===== config.mk =====
export PLATFORM = sky130hd
export DESIGN_NAME = seg_xlate
export DESIGN_NICKNAME = d
export VERILOG_FILES = /design/src/rtl/seg_xlate_pkg.sv /design/src/rtl/seg_table.sv /design/src/rtl/seg_check.sv /design/src/rtl/seg_xlate.sv
export SDC_FILE = /design/constraint.sdc
export NUM_CORES = 1
export LEC_CHECK = 0
export ABC_CLOCK_PERIOD_IN_PS = 6530
export BUFFER_PORTS_ARGS = -buffer_cell sky130_fd_sc_hd__buf_2
export CORE_ASPECT_RATIO = 0.5
export CORE_MARGIN = 2
export CORE_UTILIZATION = 47
export CTS_BUF_LIST = sky130_fd_sc_hd__clkbuf_8 sky130_fd_sc_hd__clkbuf_16
export DETAILED_ROUTE_END_ITERATION = 7
export PLACE_DENSITY = 0.7
export SLEW_MARGIN = 20
export SYNTH_ARGS = -nofsm -noshare
export SYNTH_HDL_FRONTEND = slang
export SYNTH_SLANG_ARGS = --single-unit

===== constraint.sdc =====
create_clock -name clk -period 6.53 [get_ports clk]
set_input_delay 0.653 -clock clk [delete_from_list [all_inputs] [get_ports clk]]
set_output_delay 0.653 -clock clk [all_outputs]
set_load 0.01 [all_outputs]

===== src/rtl/seg_xlate_pkg.sv =====
package seg_xlate_pkg;
  typedef enum logic [2:0] {
    FLT_NONE    = 3'd0,
    FLT_SEG     = 3'd1,
    FLT_ABSENT  = 3'd2,
    FLT_LENGTH  = 3'd3,
    FLT_RIGHTS  = 3'd4
  } fault_e;

  typedef enum logic [1:0] {
    ACC_READ  = 2'd0,
    ACC_WRITE = 2'd1,
    ACC_EXEC  = 2'd2,
    ACC_RSVD  = 2'd3
  } acc_e;

  typedef enum logic [1:0] {
    CFG_ROW    = 2'd0,
    CFG_ORIGIN = 2'd1,
    CFG_COUNT  = 2'd2,
    CFG_IDLE   = 2'd3
  } cfg_e;

  function automatic logic rights_ok(input logic [1:0] acc, input logic [2:0] perm);
    case (acc)
      ACC_READ:  rights_ok = perm[0];
      ACC_WRITE: rights_ok = perm[1];
      ACC_EXEC:  rights_ok = perm[2];
      default:   rights_ok = 1'b0;
    endcase
  endfunction
endpackage


===== src/rtl/seg_table.sv =====
module seg_table #(
  parameter int SEG_W = 4,
  parameter int OFF_W = 16,
  parameter int PA_W  = 24,
  localparam int DEPTH = 1 << SEG_W,
  localparam int LIM_W = OFF_W + 1,
  localparam int CNT_W = SEG_W + 1
) (
  input  logic             clk,
  input  logic             rst_n,
  input  logic             cfg_we,
  input  logic [1:0]       cfg_sel,
  input  logic [SEG_W-1:0] cfg_idx,
  input  logic [PA_W-1:0]  cfg_base,
  input  logic [LIM_W-1:0] cfg_limit,
  input  logic [2:0]       cfg_perm,
  input  logic             cfg_valid,
  input  logic [CNT_W-1:0] cfg_len,
  input  logic [SEG_W-1:0] rd_seg,
  output logic [PA_W-1:0]  rd_base,
  output logic [LIM_W-1:0] rd_limit,
  output logic [2:0]       rd_perm,
  output logic             rd_present,
  output logic [CNT_W-1:0] seg_count
);
  import seg_xlate_pkg::*;

  function automatic logic [SEG_W-1:0] row_of(input logic [SEG_W-1:0] origin,
                                              input logic [SEG_W-1:0] seg);
    row_of = origin + seg;
  endfunction

  logic [PA_W-1:0]  base_q  [DEPTH];
  logic [LIM_W-1:0] limit_q [DEPTH];
  logic [2:0]       perm_q  [DEPTH];
  logic [DEPTH-1:0] present_q;
  logic [SEG_W-1:0] origin_q;
  logic [CNT_W-1:0] count_q;
  logic [SEG_W-1:0] row;

  for (genvar i = 0; i < DEPTH; i++) begin : g_row
    always_ff @(posedge clk) begin
      if (!rst_n) begin
        base_q[i]    <= '0;
        limit_q[i]   <= '0;
        perm_q[i]    <= '0;
        present_q[i] <= 1'b0;
      end else if (cfg_we && cfg_sel == CFG_ROW && cfg_idx == SEG_W'(i)) begin
        base_q[i]    <= cfg_base;
        limit_q[i]   <= cfg_limit;
        perm_q[i]    <= cfg_perm;
        present_q[i] <= cfg_valid;
      end
    end
  end

  always_ff @(posedge clk) begin
    if (!rst_n) begin
      origin_q <= '0;
      count_q  <= '0;
    end else if (cfg_we) begin
      if (cfg_sel == CFG_ORIGIN) origin_q <= cfg_idx;
      if (cfg_sel == CFG_COUNT)  count_q  <= cfg_len;
    end
  end

  assign row        = row_of(origin_q, rd_seg);
  assign rd_base    = base_q[row];
  assign rd_limit   = limit_q[row];
  assign rd_perm    = perm_q[row];
  assign rd_present = present_q[row];
  assign seg_count  = count_q;
endmodule


===== src/rtl/seg_check.sv =====
module seg_check #(
  parameter int SEG_W = 4,
  parameter int OFF_W = 16,
  parameter int PA_W  = 24,
  localparam int LIM_W = OFF_W + 1,
  localparam int CNT_W = SEG_W + 1
) (
  input  logic [SEG_W-1:0] seg,
  input  logic [OFF_W-1:0] off,
  input  logic [1:0]       acc,
  input  logic [CNT_W-1:0] seg_count,
  input  logic [PA_W-1:0]  base,
  input  logic [LIM_W-1:0] limit,
  input  logic [2:0]       perm,
  input  logic             present,
  output logic             seg_ok,
  output logic             present_ok,
  output logic             length_ok,
  output logic             rights_pass,
  output logic [2:0]       code,
  output logic [PA_W-1:0]  pa
);
  import seg_xlate_pkg::*;

  function automatic logic [PA_W-1:0] phys_of(input logic [PA_W-1:0] b,
                                              input logic [OFF_W-1:0] o);
    phys_of = b + PA_W'(o);
  endfunction

  assign seg_ok      = CNT_W'(seg) < seg_count;
  assign present_ok  = present;
  assign length_ok   = LIM_W'(off) < limit;
  assign rights_pass = rights_ok(acc, perm);

  always_comb begin
    pa = '0;
    if (!seg_ok)           code = FLT_SEG;
    else if (!present_ok)  code = FLT_ABSENT;
    else if (!length_ok)   code = FLT_LENGTH;
    else if (!rights_pass) code = FLT_RIGHTS;
    else begin
      code = FLT_NONE;
      pa   = phys_of(base, off);
    end
  end
endmodule


===== src/rtl/seg_xlate.sv =====
module seg_xlate #(
  parameter int SEG_W = 4,
  parameter int OFF_W = 16,
  parameter int PA_W  = 24,
  localparam int LIM_W = OFF_W + 1,
  localparam int CNT_W = SEG_W + 1
) (
  input  logic             clk,
  input  logic             rst_n,
  input  logic             in_vld,
  input  logic [SEG_W-1:0] in_seg,
  input  logic [OFF_W-1:0] in_off,
  input  logic [1:0]       in_acc,
  output logic             out_vld,
  output logic             out_fault,
  output logic [2:0]       out_code,
  output logic [PA_W-1:0]  out_pa,
  input  logic             cfg_we,
  input  logic [1:0]       cfg_sel,
  input  logic [SEG_W-1:0] cfg_idx,
  input  logic [PA_W-1:0]  cfg_base,
  input  logic [LIM_W-1:0] cfg_limit,
  input  logic [2:0]       cfg_perm,
  input  logic             cfg_valid,
  input  logic [CNT_W-1:0] cfg_len
);
  logic [PA_W-1:0]  ent_base;
  logic [LIM_W-1:0] ent_limit;
  logic [2:0]       ent_perm;
  logic             ent_present;
  logic [CNT_W-1:0] seg_count;
  logic             ev_seg_ok, ev_present_ok, ev_length_ok, ev_rights_ok;
  logic [2:0]       chk_code;
  logic [PA_W-1:0]  chk_pa;

  seg_table #(.SEG_W(SEG_W), .OFF_W(OFF_W), .PA_W(PA_W)) u_table (
    .clk(clk), .rst_n(rst_n),
    .cfg_we(cfg_we), .cfg_sel(cfg_sel), .cfg_idx(cfg_idx), .cfg_base(cfg_base),
    .cfg_limit(cfg_limit), .cfg_perm(cfg_perm), .cfg_valid(cfg_valid), .cfg_len(cfg_len),
    .rd_seg(in_seg), .rd_base(ent_base), .rd_limit(ent_limit), .rd_perm(ent_perm),
    .rd_present(ent_present), .seg_count(seg_count)
  );

  seg_check #(.SEG_W(SEG_W), .OFF_W(OFF_W), .PA_W(PA_W)) u_check (
    .seg(in_seg), .off(in_off), .acc(in_acc), .seg_count(seg_count),
    .base(ent_base), .limit(ent_limit), .perm(ent_perm), .present(ent_present),
    .seg_ok(ev_seg_ok), .present_ok(ev_present_ok), .length_ok(ev_length_ok),
    .rights_pass(ev_rights_ok), .code(chk_code), .pa(chk_pa)
  );

  always_ff @(posedge clk) begin
    if (!rst_n) begin
      out_vld   <= 1'b0;
      out_fault <= 1'b0;
      out_code  <= '0;
      out_pa    <= '0;
    end else begin
      out_vld   <= in_vld;
      out_fault <= in_vld && (chk_code != 3'd0);
      out_code  <= in_vld ? chk_code : 3'd0;
      out_pa    <= in_vld ? chk_pa : '0;
    end
  end
endmodule


==> results_dict.tcl <==
set metrics [dict create \
    setup_viol 0 \
    num_rows 70 \
    drv_cap 0 \
    power.total_mw 11.1 \
    cts_setup_buffers 0 \
    grt_pass1_wl_um 141000 \
    boundaryPins 111 \
    slew_violations 0 \
    yosysWarnings 0 \
    ys_ff_latch 758 \
    grt_overflow 0 \
    drt_wl_total_um 96800 \
    min_period_ns 5.39 \
    clock_sinks 758 \
    synth_edf_count 704 \
    grt_antenna_before_repair 7 \
    drtIter0Drc 2526 \
    ys.flop_type "edfxtp_1" \
    setup_tns_ns 0 \
    vdd_ir_drop_max_uv 183 \
    async_reset_ff_share_pct 0 \
    die-area_sq_mm 0.0769 \
    cts_resized 0 \
    tightest_slew_ns 1.15 \
    grt_max_degree 81 \
    finalCritPeriodShare_pct 82.6 \
    vias 20800 \
    status "completed" \
    fmaxAchievable_mhz 185 \
    syn2layout_area_growth_pct 11.8 \
    clock_skew_ns 0.0246 \
    root_buffer "clkbuf_16" \
    synth_top_area_cell "edfxtp_1" \
    grt_use_total_pct 25.4 \
    cts.clk_slew.worst_paths_ns 0.07 \
    synth.net_count 2513 \
    multiInputGateArea_sq_mm 0.0123 \
    floorplan.initialDensity_pct 47.7 \
    synth_area_sq_mm 0.0350 \
    cts_tree "yes" \
    drive_gt1_share_pct 20.1 \
    coreArea_sq_mm 0.0734 \
    clock_latency_ns 0.63 \
    cts_buffers 69 \
    end_kind "register" \
    synth.area.top_cells "edfxtp_1 (60%), and2_1 (13%), mux4_2 (11%), dfxtp_1 (3.1%), clkbuf_1 (1.6%)" \
    critPathKind "register to register" \
    ys_top_cells_by_count "and2_1 (722), edfxtp_1 (704), mux4_2 (171)" \
    final_core_util_pct 53.4 \
    syn_inst 2392 \
    routed_via_density 5.96 \
    clockBufferDepth 3 \
    firstDrtPassIters 7 \
    worstPathMaxFanout 37 \
    wl_per_cell_um 27.7 \
    maxSlewHeadroom_pct 23.2 \
    synth.distinct_cells 61 \
    portBuffers 110 \
    final_nets 2576 \
    power_density_mw_per_mm2 282 \
    n_fill_cell 5904 \
    antenna_left 0 \
    htree_levels 3 \
    die_y_um 197 \
    holdBufCountCts 0 \
    post-place-ws_ns 0.770 \
    grt_pass1_vias 20700 \
    leakage_nw 13.9 \
    hpwl_um 53900 \
    yosysMostFrequentCell "and2_1" \
    gp_congestion 0.858 \
    avgSynthCellArea_sq_um 14.7 \
    finalHoldViolCount 0 \
    regArea_sq_mm 0.0222 \
    hold_path_class "primary input to register" \
    rsz0062_at_grt "no" \
    die_w_um 390 \
    arrival_ns 5.90 \
    drc 0 \
    worst_slack_ns 1.14 \
    seq_area_frac_synth_pct 63.4 \
    synth_top_area_share_pct 60.3 \
    worst_setup_path_start_kind "register" \
    required_ns 7.04 \
]
-- layout by cell type, fill, tap and decap left out, types with 20 or more instances in the layout --
master,n
clkbuf_16,72
nand3_1,24
buf_2,110
nand2_1,145
buf_4,62
mux4_2,171
a21oi_1,22
edfxtp_1,704
mux2i_1,31
o21ai_0,38
a211oi_1,21
inv_1,39
ha_1,36
and2_1,722
dfxtp_1,54
nor4_1,20
a31oi_1,21
-- cell families (layout without fill, tap and decap cells) --
logic type               after synthesis  after routing  share of synthesized area, %
multiplexers                         221            221                          12.9
AO/OA/AOI/OAI                        157            157                          2.85
flip-flops                           758            758                          63.4
adder cells (fa/ha/maj)               39             39                          1.44
AND/OR/NAND/NOR                      984            984                          16.3
XOR/XNOR                              21             21                         0.578
other                                  0              7                             0
buffers and inverters                212            331                          2.51
-- metrics by stage --
| stage | cells | hold WS (ns) | area, sq um |
|---|---|---|---|
| after floorplan | 2392 | 0.442 | 35000 |
| after global placement | 3355 | 0.452 | 37000 |
| after detailed placement | 3356 | 0.458 | 37000 |
| after CTS | 3483 | 0.247 | 39200 |
| after global routing | 3485 | 0.283 | 39200 |
| final | 3490 | 0.269 | 39200 |
-- critical path: stages (launching register included) --
cell       delay [ns]
dfxtp_1          0.37
ha_4             0.18
fa_4             1.22
buf_12           0.34
buf_4            0.33
mux4_2           0.33
nand2_1          0.09
nand2_1          0.08
o21ai_0          0.49
ha_1             0.36
a21oi_1          0.13
o21ai_0          0.12
o21ai_0          0.18
a21oi_1          0.10
a21bo_2          0.43
a2111oi_0        0.43
-- final cells by class --
cell class                 instances  share of cell area (%)
tap                              972                    3.10
timing repair buffer             179                    2.97
inverter                          25                   0.240
sequential                       758                    56.7
clock inverter                    55                   0.926
clock buffer                      72                    4.60
antenna                            7                  0.0447
multi-input combinational       1422                    31.4
-- path summary, 6_finish.rpt --
check	start	to	slack, ns	depth (start not counted)
setup / recovery	u_table.origin_q[0]	out_pa[22]	1.14	15
hold / removal	in_vld	out_code[0]	0.27	3
setup reg to reg	u_table.origin_q[0]	out_pa[22]	1.14	15
hold reg to reg	u_table.present_q[5]	u_table.present_q[5]	0.47	2
-- flip-flops by register name, indices dropped and copies added, names as in the netlist --
register	cells
u_table.base_q	384
u_table.limit_q	272
u_table.perm_q	48
out_pa	24
u_table.present_q	16
u_table.seg_count	5
u_table.origin_q	4
out_code	3
out_fault	1
out_vld	1
-- power breakdown --
group,switching [mW],internal [mW]
Combinational,0.883,0.558
Clock,1.84,2.17
Sequential,0.0654,5.54
-- metal layers --
layer  track usage (%)  part of all wire, %  vias up
met5                 0                    0        -
met4              7.84                  2.7        0
met3              5.25                  9.6      170
met2              39.7                   46     1034
met1              36.1                   41    10700
li1                  -                    -     8870
No activity file was read; power rests on OpenSTA's default activity.
